### src/rtl/nrw_pkg.sv
package nrw_pkg;

   typedef enum logic [1:0] {
      K_CMD  = 2'd0,
      K_RST  = 2'd1,
      K_PROG = 2'd2,
      K_CMD2 = 2'd3
   } wait_kind_e;

   typedef enum logic [3:0] {
      S_IDLE,
      S_PRE,
      S_DLY,
      S_SCMD,
      S_PIN,
      S_RREQ,
      S_RWAIT,
      S_FREQ,
      S_FWAIT,
      S_DONE
   } wait_state_e;

endpackage

### src/rtl/nrw_timer.sv
module nrw_timer #(
   parameter int DIV   = 100,
   parameter int DIV_W = 7,
   parameter int CYC_W = 5,
   parameter int US_W  = 20
) (
   input  logic             clk,
   input  logic             rst_n,
   input  logic             clr,
   output logic [CYC_W-1:0] cyc_o,
   output logic [US_W-1:0]  us_o
);

   logic tick;

   generate
      if (DIV == 1) begin : g_nodiv
         assign tick = 1'b1;
      end else begin : g_div
         logic [DIV_W-1:0] div_q;
         always_ff @(posedge clk or negedge rst_n) begin
            if (!rst_n)                        div_q <= '0;
            else if (clr)                      div_q <= '0;
            else if (div_q == DIV_W'(DIV - 1)) div_q <= '0;
            else                               div_q <= div_q + 1'b1;
         end
         assign tick = (div_q == DIV_W'(DIV - 1));
      end
   endgenerate

   always_ff @(posedge clk or negedge rst_n) begin
      if (!rst_n)                   us_o <= '0;
      else if (clr)                 us_o <= '0;
      else if (tick && us_o != '1)  us_o <= us_o + 1'b1;
   end

   always_ff @(posedge clk or negedge rst_n) begin
      if (!rst_n)           cyc_o <= '0;
      else if (clr)         cyc_o <= '0;
      else if (cyc_o != '1) cyc_o <= cyc_o + 1'b1;
   end

endmodule

### src/rtl/nrw_sync.sv
module nrw_sync #(
   parameter int STAGES = 2
) (
   input  logic clk,
   input  logic rst_n,
   input  logic d,
   output logic q
);

   generate
      if (STAGES == 0) begin : g_pass
         assign q = d;
      end else begin : g_chain
         logic [STAGES-1:0] sh_q;
         always_ff @(posedge clk or negedge rst_n) begin
            if (!rst_n) sh_q <= '0;
            else        sh_q <= {sh_q[STAGES-2+((STAGES==1)?1:0):0], d};
         end
         assign q = sh_q[STAGES-1];
      end
   endgenerate

endmodule

### src/rtl/nrw_seq.sv
module nrw_seq
   import nrw_pkg::*;
#(
   parameter int PRE_CYC  = 10,
   parameter int CYC_W    = 5,
   parameter int US_W     = 20,
   parameter int DLY_W    = 16,
   parameter int NORM_TMO = 400000,
   parameter int RST_TMO  = 250000,
   parameter int DEF_DLY  = 20,
   parameter int RDY_BIT  = 6
) (
   input  logic             clk,
   input  logic             rst_n,
   input  logic             start_i,
   input  logic [1:0]       kind_i,
   input  logic             pin_en_i,
   input  logic [DLY_W-1:0] dly_us_i,
   input  logic             rdy_i,
   input  logic             st_vld_i,
   input  logic [7:0]       st_byte_i,
   input  logic [CYC_W-1:0] cyc_i,
   input  logic [US_W-1:0]  us_i,
   output logic             tmr_clr_o,
   output logic             st_cmd_o,
   output logic             st_rd_o,
   output logic             busy_o,
   output logic             done_o,
   output logic [7:0]       status_o,
   output logic             tmo_o,
   output logic             bad_o
);

   localparam logic [US_W-1:0]  NORM_LIM = US_W'(NORM_TMO);
   localparam logic [US_W-1:0]  RST_LIM  = US_W'(RST_TMO);
   localparam logic [US_W-1:0]  DEF_LIM  = US_W'(DEF_DLY);
   localparam logic [CYC_W-1:0] PRE_LAST = CYC_W'(PRE_CYC - 1);

   wait_state_e      st_q, nxt;
   wait_kind_e       kind_q;
   logic             pin_q;
   logic [US_W-1:0]  dly_q;
   logic             set_tmo, cap;
   logic             is_prog;
   logic [US_W-1:0]  poll_lim;

   assign is_prog  = (kind_q == K_PROG);
   assign poll_lim = (kind_q == K_RST) ? RST_LIM : NORM_LIM;

   always_comb begin
      nxt     = st_q;
      set_tmo = 1'b0;
      cap     = 1'b0;
      case (st_q)
         S_IDLE: begin
            if (start_i)
               nxt = (pin_en_i || wait_kind_e'(kind_i) == K_PROG) ? S_PRE : S_DLY;
         end
         S_PRE: begin
            if (cyc_i >= PRE_LAST) nxt = is_prog ? S_SCMD : S_PIN;
         end
         S_DLY: begin
            if (us_i >= dly_q) nxt = (kind_q == K_RST) ? S_SCMD : S_DONE;
         end
         S_SCMD: nxt = pin_q ? S_PIN : S_RREQ;
         S_PIN: begin
            if (rdy_i) begin
               nxt = is_prog ? S_FREQ : S_DONE;
            end else if (us_i >= NORM_LIM) begin
               set_tmo = 1'b1;
               nxt     = is_prog ? S_FREQ : S_DONE;
            end
         end
         S_RREQ: nxt = S_RWAIT;
         S_RWAIT: begin
            if (st_vld_i) begin
               if (st_byte_i[RDY_BIT] || us_i >= poll_lim) begin
                  set_tmo = !st_byte_i[RDY_BIT];
                  if (is_prog) begin
                     nxt = S_FREQ;
                  end else begin
                     cap = 1'b1;
                     nxt = S_DONE;
                  end
               end else begin
                  nxt = S_RREQ;
               end
            end
         end
         S_FREQ: nxt = S_FWAIT;
         S_FWAIT: begin
            if (st_vld_i) begin
               cap = 1'b1;
               nxt = S_DONE;
            end
         end
         S_DONE:  nxt = S_IDLE;
         default: nxt = S_IDLE;
      endcase
   end

   assign tmr_clr_o = (nxt != st_q) &&
                      (nxt == S_PRE || nxt == S_DLY || nxt == S_PIN || nxt == S_SCMD);

   always_ff @(posedge clk or negedge rst_n) begin
      if (!rst_n) begin
         st_q     <= S_IDLE;
         kind_q   <= K_CMD;
         pin_q    <= 1'b0;
         dly_q    <= '0;
         status_o <= '0;
         tmo_o    <= 1'b0;
         bad_o    <= 1'b0;
      end else begin
         st_q <= nxt;
         if (st_q == S_IDLE && start_i) begin
            kind_q   <= wait_kind_e'(kind_i);
            pin_q    <= pin_en_i;
            dly_q    <= (dly_us_i == '0) ? DEF_LIM : US_W'(dly_us_i);
            status_o <= '0;
            tmo_o    <= 1'b0;
            bad_o    <= 1'b0;
         end else begin
            if (set_tmo) tmo_o <= 1'b1;
            if (cap) begin
               status_o <= st_byte_i;
               bad_o    <= !st_byte_i[RDY_BIT];
            end
         end
      end
   end

   assign st_cmd_o = (st_q == S_SCMD);
   assign st_rd_o  = (st_q == S_RREQ) || (st_q == S_FREQ);
   assign busy_o   = (st_q != S_IDLE);
   assign done_o   = (st_q == S_DONE);

endmodule

### src/rtl/nand_rdy_waiter.sv
module nand_rdy_waiter #(
   parameter int CLK_HZ      = 100_000_000,
   parameter int PRE_NS      = 100,
   parameter int NORM_TMO_US = 400_000,
   parameter int RST_TMO_US  = 250_000,
   parameter int DEF_DLY_US  = 20,
   parameter int DLY_W       = 16,
   parameter int SYNC_STAGES = 2,
   parameter int RDY_BIT     = 6
) (
   input  logic             clk,
   input  logic             rst_n,
   input  logic             start_i,
   input  logic [1:0]       kind_i,
   input  logic             pin_en_i,
   input  logic [DLY_W-1:0] dly_us_i,
   input  logic             rb_i,
   output logic             st_cmd_o,
   output logic             st_rd_o,
   input  logic             st_vld_i,
   input  logic [7:0]       st_byte_i,
   output logic             busy_o,
   output logic             done_o,
   output logic [7:0]       status_o,
   output logic             tmo_o,
   output logic             bad_o
);

   localparam int    DIV       = CLK_HZ / 1_000_000;
   localparam int    DIV_W     = (DIV > 1) ? $clog2(DIV) : 1;
   localparam longint PRE_RAW  = (longint'(PRE_NS) * longint'(CLK_HZ) + 64'd999_999_999)
                                 / 64'd1_000_000_000;
   localparam int    PRE_CYC   = (PRE_RAW < 1) ? 1 : int'(PRE_RAW);
   localparam int    CYC_W     = $clog2(PRE_CYC + 1) + 1;
   localparam longint DLY_MAX  = (longint'(1) << DLY_W) - 1;
   localparam longint MAX_A    = (NORM_TMO_US > RST_TMO_US) ? NORM_TMO_US : RST_TMO_US;
   localparam longint MAX_B    = (MAX_A > DEF_DLY_US) ? MAX_A : DEF_DLY_US;
   localparam longint MAX_US   = (MAX_B > DLY_MAX) ? MAX_B : DLY_MAX;
   localparam int    US_W      = $clog2(MAX_US + 2);

   generate
      if (CLK_HZ < 1_000_000 || (CLK_HZ % 1_000_000) != 0) begin : g_chk_clk
         $error("CLK_HZ must be a whole number of MHz");
      end
      if (NORM_TMO_US < 1 || RST_TMO_US < 1 || DEF_DLY_US < 1) begin : g_chk_lim
         $error("time limits must be at least one microsecond");
      end
      if (RDY_BIT < 0 || RDY_BIT > 7) begin : g_chk_bit
         $error("RDY_BIT must index the status byte");
      end
      if (SYNC_STAGES < 0 || DLY_W < 1 || DLY_W > 24) begin : g_chk_misc
         $error("SYNC_STAGES or DLY_W out of range");
      end
   endgenerate

   logic             rdy_s;
   logic             tmr_clr;
   logic [CYC_W-1:0] cyc;
   logic [US_W-1:0]  us;

   nrw_sync #(
      .STAGES (SYNC_STAGES)
   ) u_sync (
      .clk   (clk),
      .rst_n (rst_n),
      .d     (rb_i),
      .q     (rdy_s)
   );

   nrw_timer #(
      .DIV   (DIV),
      .DIV_W (DIV_W),
      .CYC_W (CYC_W),
      .US_W  (US_W)
   ) u_timer (
      .clk   (clk),
      .rst_n (rst_n),
      .clr   (tmr_clr),
      .cyc_o (cyc),
      .us_o  (us)
   );

   nrw_seq #(
      .PRE_CYC  (PRE_CYC),
      .CYC_W    (CYC_W),
      .US_W     (US_W),
      .DLY_W    (DLY_W),
      .NORM_TMO (NORM_TMO_US),
      .RST_TMO  (RST_TMO_US),
      .DEF_DLY  (DEF_DLY_US),
      .RDY_BIT  (RDY_BIT)
   ) u_seq (
      .clk       (clk),
      .rst_n     (rst_n),
      .start_i   (start_i),
      .kind_i    (kind_i),
      .pin_en_i  (pin_en_i),
      .dly_us_i  (dly_us_i),
      .rdy_i     (rdy_s),
      .st_vld_i  (st_vld_i),
      .st_byte_i (st_byte_i),
      .cyc_i     (cyc),
      .us_i      (us),
      .tmr_clr_o (tmr_clr),
      .st_cmd_o  (st_cmd_o),
      .st_rd_o   (st_rd_o),
      .busy_o    (busy_o),
      .done_o    (done_o),
      .status_o  (status_o),
      .tmo_o     (tmo_o),
      .bad_o     (bad_o)
   );

endmodule

### config.mk
export PLATFORM = sky130hd
export DESIGN_NAME = nand_rdy_waiter
export DESIGN_NICKNAME = d
export VERILOG_FILES = /design/src/rtl/nrw_pkg.sv /design/src/rtl/nrw_timer.sv /design/src/rtl/nrw_sync.sv /design/src/rtl/nrw_seq.sv /design/src/rtl/nand_rdy_waiter.sv
export SDC_FILE = /design/constraint.sdc
export NUM_CORES = 1
export LEC_CHECK = 0
export BUFFER_PORTS_ARGS = -buffer_cell sky130_fd_sc_hd__buf_2
export CORE_MARGIN = 2
export CORE_UTILIZATION = 48
export CTS_CLUSTER_DIAMETER = 100
export DETAILED_ROUTE_END_ITERATION = 12
export PLACE_DENSITY = 0.67
export SLEW_MARGIN = 20
export SYNTH_ARGS = -nofsm -noshare
export SYNTH_HDL_FRONTEND = slang
export SYNTH_SLANG_ARGS = --single-unit
export TNS_END_PERCENT = 1
### constraint.sdc
create_clock -name clk -period 7.71 [get_ports clk]
set_input_delay 0.771 -clock clk [delete_from_list [all_inputs] [get_ports clk]]
set_output_delay 0.771 -clock clk [all_outputs]
set_load 0.005 [all_outputs]
==> out/metrics.csv, run 1 <==
stage,metric,value,unit
grt,overflow,0,
power,p_sw_frac,0.424,
synthesis,synth_most_common_cell,dfrtp_1,
sta,relSlewSlack,0.399,
grt,grt_pass1_wl,14600,µm
synthesis,synth_commonest_cells,"dfrtp_1 (66), nand2_1 (50), inv_1 (35), nor2_1 (30), nor2_2 (28)",
detailed_routing,viasPerCell,5.44,
cts,worst_skew_pair.late_latency,350,ps
cells_and_area,fin_cells,592,
sta,final.setup_skew,8.48,ps
power,p_seq_frac,0.352,
power,switchingPower,0.633,mW
sta,max_freq,252,MHz
sta,setup_slack,3750,ps
placement,place_area,4330,µm²
critical_path,cp.arrival,4180,ps
critical_path,cp_common_cell,nor2b_1,
grt,track_usage,0.188,
power,power_frac_comb,0.440,
sta,rsz0062_at_grt,false,
sta,setup_violations,0,
synthesis,synthMuxAreaShare,0.00241,
critical_path,crit_type,flip-flop to flip-flop,
cts,cts_buffers,9,
synthesis,synth-xor-area-share,0.0549,
cells_and_area,fin_util,0.548,
synthesis,synth-simple-area-share,0.248,
grt,grt_max_degree,67,
cts,path_clk_slew,70,ps
hold_path,hold_class,flip-flop to flip-flop,
synthesis,synthAdderAreaFrac,0.0778,
synthesis,yosysWarnings,0,
floorplanning,dieArea,9410,µm²
cts,cts_max_level,3,
synthesis,synth-compound-area-share,0.141,
critical_path,cp_data_required_time,7920,ps
synthesis,syn_nets,502,
cells_and_area,design_area,4550,µm²
cells_and_area,area_growth,9.52,%
critical_path,cp_slowest_cell,nor2b_1,
detailed_routing,drt_iter0_markers,133,
placement,place_congestion,0.905,
detailed_routing,post_drt_wl_per_cell,14.2,µm
power,intPower,0.859,mW
cells_and_area,antenna_cells,0,
grt,antenna_found_initial,0,
critical_path,r2r-start,u_seq.kind_q[0]$_DFFE_PN0P_,
floorplanning,fp.dieW,97,µm
power,p_per_area,328,nW/µm²
sta,tightestPinTransition,901,ps
cts,cts_sinks,66,
synthesis,synth.avg_cell_area,9.33,µm²
power,vdd_drop_max,0.221,mV
placement,dp_hpwl,6070,µm
cells_and_area,drive_above_1_share,0.234,
sta,hold_viol_final,0,
synthesis,yosysUniqueCellTypes,71,
floorplanning,core,8300,µm²
hold_path,holdCritStartpoint,u_sync.g_chain.sh_q[0]$_DFF_PN0_,
synthesis,yosys_register_bits,66,
sta,hold_ws,351,ps
detailed_routing,wl,8410,µm
sta,fin_setup_tns,0,ps
power,p_total,1.49,mW
synthesis,synth_largest_area_cell,dfrtp_1,
cts,cts_hold_buffers,0,
synthesis,async_reset_ff_frac,1.00,
critical_path,crit_start,u_seq.kind_q[0]$_DFFE_PN0P_,
detailed_routing,vias,3220,
synthesis,synth_top_area_frac,0.398,
placement,placed_cells,576,
synthesis,synth_area,4150,µm²
detailed_routing,ant_nets,0,
critical_path,path_max_fanout,31,
synthesis,ys.flop_type,dfrtp_1,
floorplanning,fp.dieH,97,µm
critical_path,path_cells,nor2b_1 > inv_1 > ha_1 > a21oi_1 > nor2b_1 > maj3_1 > a311oi_2 > a31oi_2 > or3_4 > a311oi_4 > buf_4 > nor3_1,
critical_path,start_kind,flip-flop,
synthesis,yosys-top-cells-area,"dfrtp_1 (40%), ha_1 (7.5%), nand2_1 (4.5%), nor2_2 (4.2%), inv_1 (3.2%)",
synthesis,synth_top_family_by_area,simple AND/OR/NAND/NOR gates,
outcome,status,"complete, no violations",
floorplanning,io_pins,46,
power,pwr-share-clk,0.208,
placement,dp_slack,3830,ps
cts,cts_setup_buffers,0,
placement,port_buffers,45,
cts,cts_tree,done,
synthesis,ys_seq_area_frac,0.398,
floorplanning,rows,33,
detailed_routing,drc,0,
detailed_routing,drtPass1Iterations,4,
cells_and_area,final_nets,539,
floorplanning,start_util,0.500,
cts,cts_root_buf,clkbuf_8,
sta,drv_slew,0,
synthesis,netlist_instances,445,
critical_path,rrSetupSlack,3750,ps
sta,final.min_clock_period,3960,ps
critical_path,cp-end-kind,flip-flop,
cts,cts_resized,0,
grt,first_global_vias,3139,
critical_path,critical_path.max_stage_delay,510,ps
power,p_leak,2.13,nW
cts,cts.path.max_buffers,2,
run,maxCapViolations,0,
synthesis,synth_edf_count,0,
sta,fin_crit_sh,0.514,
[power by group through the flow]
| stage | sequential [mW] | combinational, mW | clock (mW) |
|---|---|---|---|
| 2_1_floorplan | 0.504 | 0.588 | 0 |
| 3_3_place_gp | 0.527 | 0.647 | 0 |
| 3_5_place_dp | 0.532 | 0.656 | 0 |
| 4_1_cts | 0.524 | 0.662 | 0.317 |
| 5_1_grt | 0.541 | 0.731 | 0.330 |
| 6_report | 0.525 | 0.656 | 0.311 |
[cell type report]
type                       instances  area, µm²
fill                             769       3750
multi-input combinational        323       2180
sequential                        66       1650
timing repair buffer              47        240
clock buffer                      11        151
inverter                          35        131
tap                              105        131
clock inverter                     5       61.3
[metal layers]
layer  share of wire  vias up  global-route usage
met2            0.45       61               0.293
met3           0.045       12              0.0368
li1                -     1608                   -
met5               0        -                   0
met1            0.48     1539               0.259
met4           0.019        0              0.0758
[worst max-delay path: cells and delay by family (launching register included)]
kind	cells	cell delay [ps]
AND/OR/NAND/NOR	4	1110
adder cells (fa/ha/maj)	2	690
flip-flops	1	380
AO/OA/AOI/OAI	4	990
buffers and inverters	2	650
[state kept, by name, summed over array words and instances, names as in the netlist]
| signal | cells |
|---|---|
| u_seq.bad_o | 1 |
| u_seq.dly_q | 16 |
| u_seq.kind_q | 2 |
| u_seq.pin_q | 1 |
| u_seq.st_q | 4 |
| u_seq.status_o | 8 |
| u_seq.tmo_o | 1 |
| u_sync.g_chain.sh_q | 2 |
| u_timer.cyc_o | 5 |
| u_timer.g_div.div_q | 7 |
| u_timer.us_o | 19 |
[cell usage in the layout, fill, tap and decap left out, types with 3 or more instances in the layout]
cell type | netlist | final
nand2_1 | 50 | 50
nand4_1 | 9 | 9
and2_1 | 3 | 3
a211oi_1 | 3 | 3
nor2_2 | 28 | 28
xnor2_1 | 11 | 11
a21oi_1 | 20 | 20
nor2b_1 | 7 | 7
clkbuf_8 | 1 | 11
buf_2 | 0 | 45
xor2_1 | 15 | 15
inv_1 | 35 | 35
a31o_1 | 9 | 9
o21ai_0 | 13 | 13
nor4_1 | 6 | 6
nand3_1 | 14 | 14
and3_1 | 4 | 4
ha_1 | 25 | 25
a21o_1 | 4 | 4
nor3_1 | 10 | 10
dfrtp_1 | 66 | 66
nor2_1 | 30 | 30
a31oi_1 | 4 | 4
nand2b_1 | 5 | 5
nor3b_1 | 3 | 3
clkinvlp_4 | 0 | 3
[kinds of logic after synthesis]
family,Yosys count
buf+inv,56
fa+ha+maj,26
simple gates,191
mux,1
compound gates,79
xor+xnor,26
flops,66
[worst paths after layout]
kind,endpoint,cells past startpoint
worst max-delay path,u_timer.g_div.div_q[6]$_DFF_PN0_,12
worst min-delay path,u_sync.g_chain.sh_q[1]$_DFF_PN0_,0
worst max register to register,u_timer.g_div.div_q[6]$_DFF_PN0_,12
worst min register to register,u_sync.g_chain.sh_q[1]$_DFF_PN0_,0
max in group asynchronous,u_seq.kind_q[1]$_DFFE_PN0P_,2
min in group asynchronous,u_seq.status_o[3]$_DFFE_PN0P_,2
No activity file was read; power rests on OpenSTA's default activity.
==> run 2, diff against run 1 <==
clock period = 3.7 ns   (was 7.71 ns; I/O delays follow)
==> run 2 against run 1 <==
  * Critical path depth unchanged
  * Final cell count up 0.51%
  * Via count down 0.87%
  * Global-route usage up 0.13 points
  * Non-clock buffer count up 3
  * Register-to-register slack worse by 3400 ps
  * Critical endpoint unchanged
  * Clock-buffer cell count down 2
==> out/metrics.csv, run 2 (same netlist as run 1, synthesis figures left out) <==
stage,metric,value,unit,change
outcome,status,"complete, no violations",,
detailed_routing,drtPass1Iterations,4,,unchanged
cells_and_area,largest_register,u_timer.us_o,,
power,vdd_drop_max,0.480,mV,+120%
cells_and_area,layout_commonest_cell,dfrtp_1,,
cts,cts_max_level,3,,unchanged
critical_path,r2r-start,u_seq.kind_q[0]$_DFFE_PN0P_,,
hold_path,hold_class,input pin to async pin,,
power,p_seq_frac,0.341,,-0.011
critical_path,start_kind,flip-flop,,
critical_path,cp.arrival,3540,ps,-640 ps
floorplanning,dieArea,9410,µm²,unchanged
sta,max_freq,302,MHz,+20%
critical_path,r2r_cells,12,,unchanged
power,intPower,1.88,mW,+120%
floorplanning,fp.dieH,97,µm,unchanged
critical_path,cp-end-kind,flip-flop,,
run,maxCapViolations,0,,unchanged
sta,hold_ws,99.7,ps,-251 ps
sta,final.setup_skew,8.57,ps,+0.0861 ps
cts,cts_resized,0,,unchanged
power,pwr-share-clk,0.208,,about the same
sta,rsz0062_at_grt,false,,
sta,hold_viol_final,0,,unchanged
grt,first_global_vias,3205,,+2.1%
critical_path,rrSetupSlack,390,ps,-3360 ps
power,power_frac_comb,0.451,,+0.011
critical_path,path_cells,nor2b_1 > inv_1 > ha_1 > a21oi_1 > nor2b_1 > maj3_1 > a311oi_2 > a31oi_2 > or3_4 > a311oi_4 > buf_12 > nor3_1,,
critical_path,critical_path.max_stage_delay,410,ps,-100 ps
grt,antenna_found_initial,0,,unchanged
cells_and_area,antenna_cells,0,,unchanged
sta,relSlewSlack,0.475,,+0.0755
power,p_per_area,701,nW/µm²,+110%
critical_path,path_max_fanout,31,,unchanged
critical_path,regToRegEndpoint,u_timer.g_div.div_q[6]$_DFF_PN0_,,
detailed_routing,wl,8320,µm,-1.1%
cells_and_area,area_growth,10.4,%,
detailed_routing,wl_met2,3870,µm,+1.6%
critical_path,crit_type,flip-flop to flip-flop,,
power,p_sw_frac,0.414,,-0.0107
power,switchingPower,1.33,mW,+110%
cts,path_clk_slew,80,ps,about the same
sta,setup_violations,0,,unchanged
cts,cts_buffers,9,,unchanged
cells_and_area,fin_cells,595,,+0.51%
critical_path,cp_common_cell,nor2b_1,,
detailed_routing,vias,3192,,-0.87%
detailed_routing,viasPerCell,5.36,,-1.4%
power,p_total,3.21,mW,+120%
detailed_routing,drt_iter0_markers,125,,-6.0%
placement,dp_slack,396,ps,-3440 ps
sta,fin_setup_tns,0,ps,unchanged
floorplanning,rows,33,,unchanged
placement,place_area,4370,µm²,+0.81%
sta,tightestPinTransition,788,ps,-113 ps
critical_path,crit_path_end,u_timer.g_div.div_q[6]$_DFF_PN0_,,
placement,dp_hpwl,6200,µm,+2.0%
cells_and_area,largest_reg_flops,19,,unchanged
cts,cts_setup_buffers,0,,unchanged
critical_path,crit_start,u_seq.kind_q[0]$_DFFE_PN0P_,,
detailed_routing,routed.top_layer,met4,,
cts,cts_root_buf,clkbuf_8,,
cts,cts_sinks,66,,unchanged
detailed_routing,post_drt_wl_per_cell,14.0,µm,-1.6%
detailed_routing,wl_met3,355,µm,-6.3%
critical_path,cp_data_required_time,3930,ps,-3990 ps
floorplanning,core,8300,µm²,unchanged
cts,cts_hold_buffers,0,,unchanged
detailed_routing,ant_nets,0,,unchanged
cts,cts_tree,done,,
cells_and_area,drive_above_1_share,0.237,,+0.00265
grt,overflow,0,,unchanged
floorplanning,io_pins,46,,unchanged
floorplanning,fp.dieW,97,µm,unchanged
floorplanning,start_util,0.500,,unchanged
grt,track_usage,0.190,,+0.00133
cells_and_area,final_nets,542,,+0.56%
placement,placed_cells,579,,+0.52%
grt,grt_pass1_wl,14800,µm,+0.85%
placement,port_buffers,45,,unchanged
cells_and_area,mostFrequentLayoutCells,"dfrtp_1 (66), nand2_1 (50), buf_2 (45)",,
sta,fin_crit_sh,0.894,,+0.380
sta,drv_slew,0,,unchanged
cells_and_area,top_regs,"u_timer.us_o x19, u_seq.dly_q x16, u_seq.status_o x8",,
placement,place_congestion,0.956,,+5.6%
critical_path,cp_slowest_cell,or3_4,,
sta,final.min_clock_period,3310,ps,-654 ps
cells_and_area,fin_util,0.552,,+0.00437
power,p_leak,2.16,nW,+1.2%
sta,setup_slack,391,ps,-3360 ps
detailed_routing,drc,0,,unchanged
cts,cts.path.max_buffers,2,,unchanged
cts,worst_skew_pair.late_latency,340,ps,about the same
cells_and_area,design_area,4580,µm²,+0.80%
detailed_routing,met1Wirelength,3940,µm,-3.0%
grt,grt_max_degree,37,,-45%
==> run 2: final cells by class <==
cell class / count / area (µm²)
inverter: 35 / 131
clock buffer: 9 / 124
tap: 105 / 131
multi-input combinational: 323 / 2180
timing repair buffer: 50 / 275
clock inverter: 7 / 93.8
sequential: 66 / 1650
fill: 774 / 3720
==> run 2: worst max-delay path, delay by kind of cell, from the launching register on <==
kind | cells | cell delay [ps]
AOI/OAI and AO/OA | 4 | 1050
DFF | 1 | 380
and+or+nand+nor | 4 | 750
adders and majority gates | 2 | 660
buffers and inverters | 2 | 370
==> run 2: metal layers <==
layer / GRT usage / vias up
met1: 0.247 / 1505
met4: 0.0672 / 0
met5: 0 / -
met3: 0.0499 / 13
met2: 0.307 / 61
li1: - / 1613
==> run 2: how the worst min path moves through the flow <==
stage                                                 from                                to  slack [ps]  cells past startpoint
after floorplan                                      rst_n           u_seq.bad_o$_DFFE_PN0P_          70                      0
after global placement    u_sync.g_chain.sh_q[0]$_DFF_PN0_  u_sync.g_chain.sh_q[1]$_DFF_PN0_         340                      0
after detailed placement  u_sync.g_chain.sh_q[0]$_DFF_PN0_  u_sync.g_chain.sh_q[1]$_DFF_PN0_         340                      0
after CTS                                             rb_i  u_sync.g_chain.sh_q[0]$_DFF_PN0_         120                      1
after global routing                                  rb_i  u_sync.g_chain.sh_q[0]$_DFF_PN0_         110                      1
final                                                rst_n     u_seq.status_o[4]$_DFFE_PN0P_         100                      1
==> run 2: power by group through the flow <==
stage          registers (mW)  logic, mW  clock network [mW]
2_1_floorplan            1.05       1.22                   0
3_3_place_gp             1.10       1.43                   0
3_5_place_dp             1.11       1.45                   0
4_1_cts                  1.10       1.46               0.688
5_1_grt                  1.13       1.62               0.719
6_report                 1.10       1.45               0.670
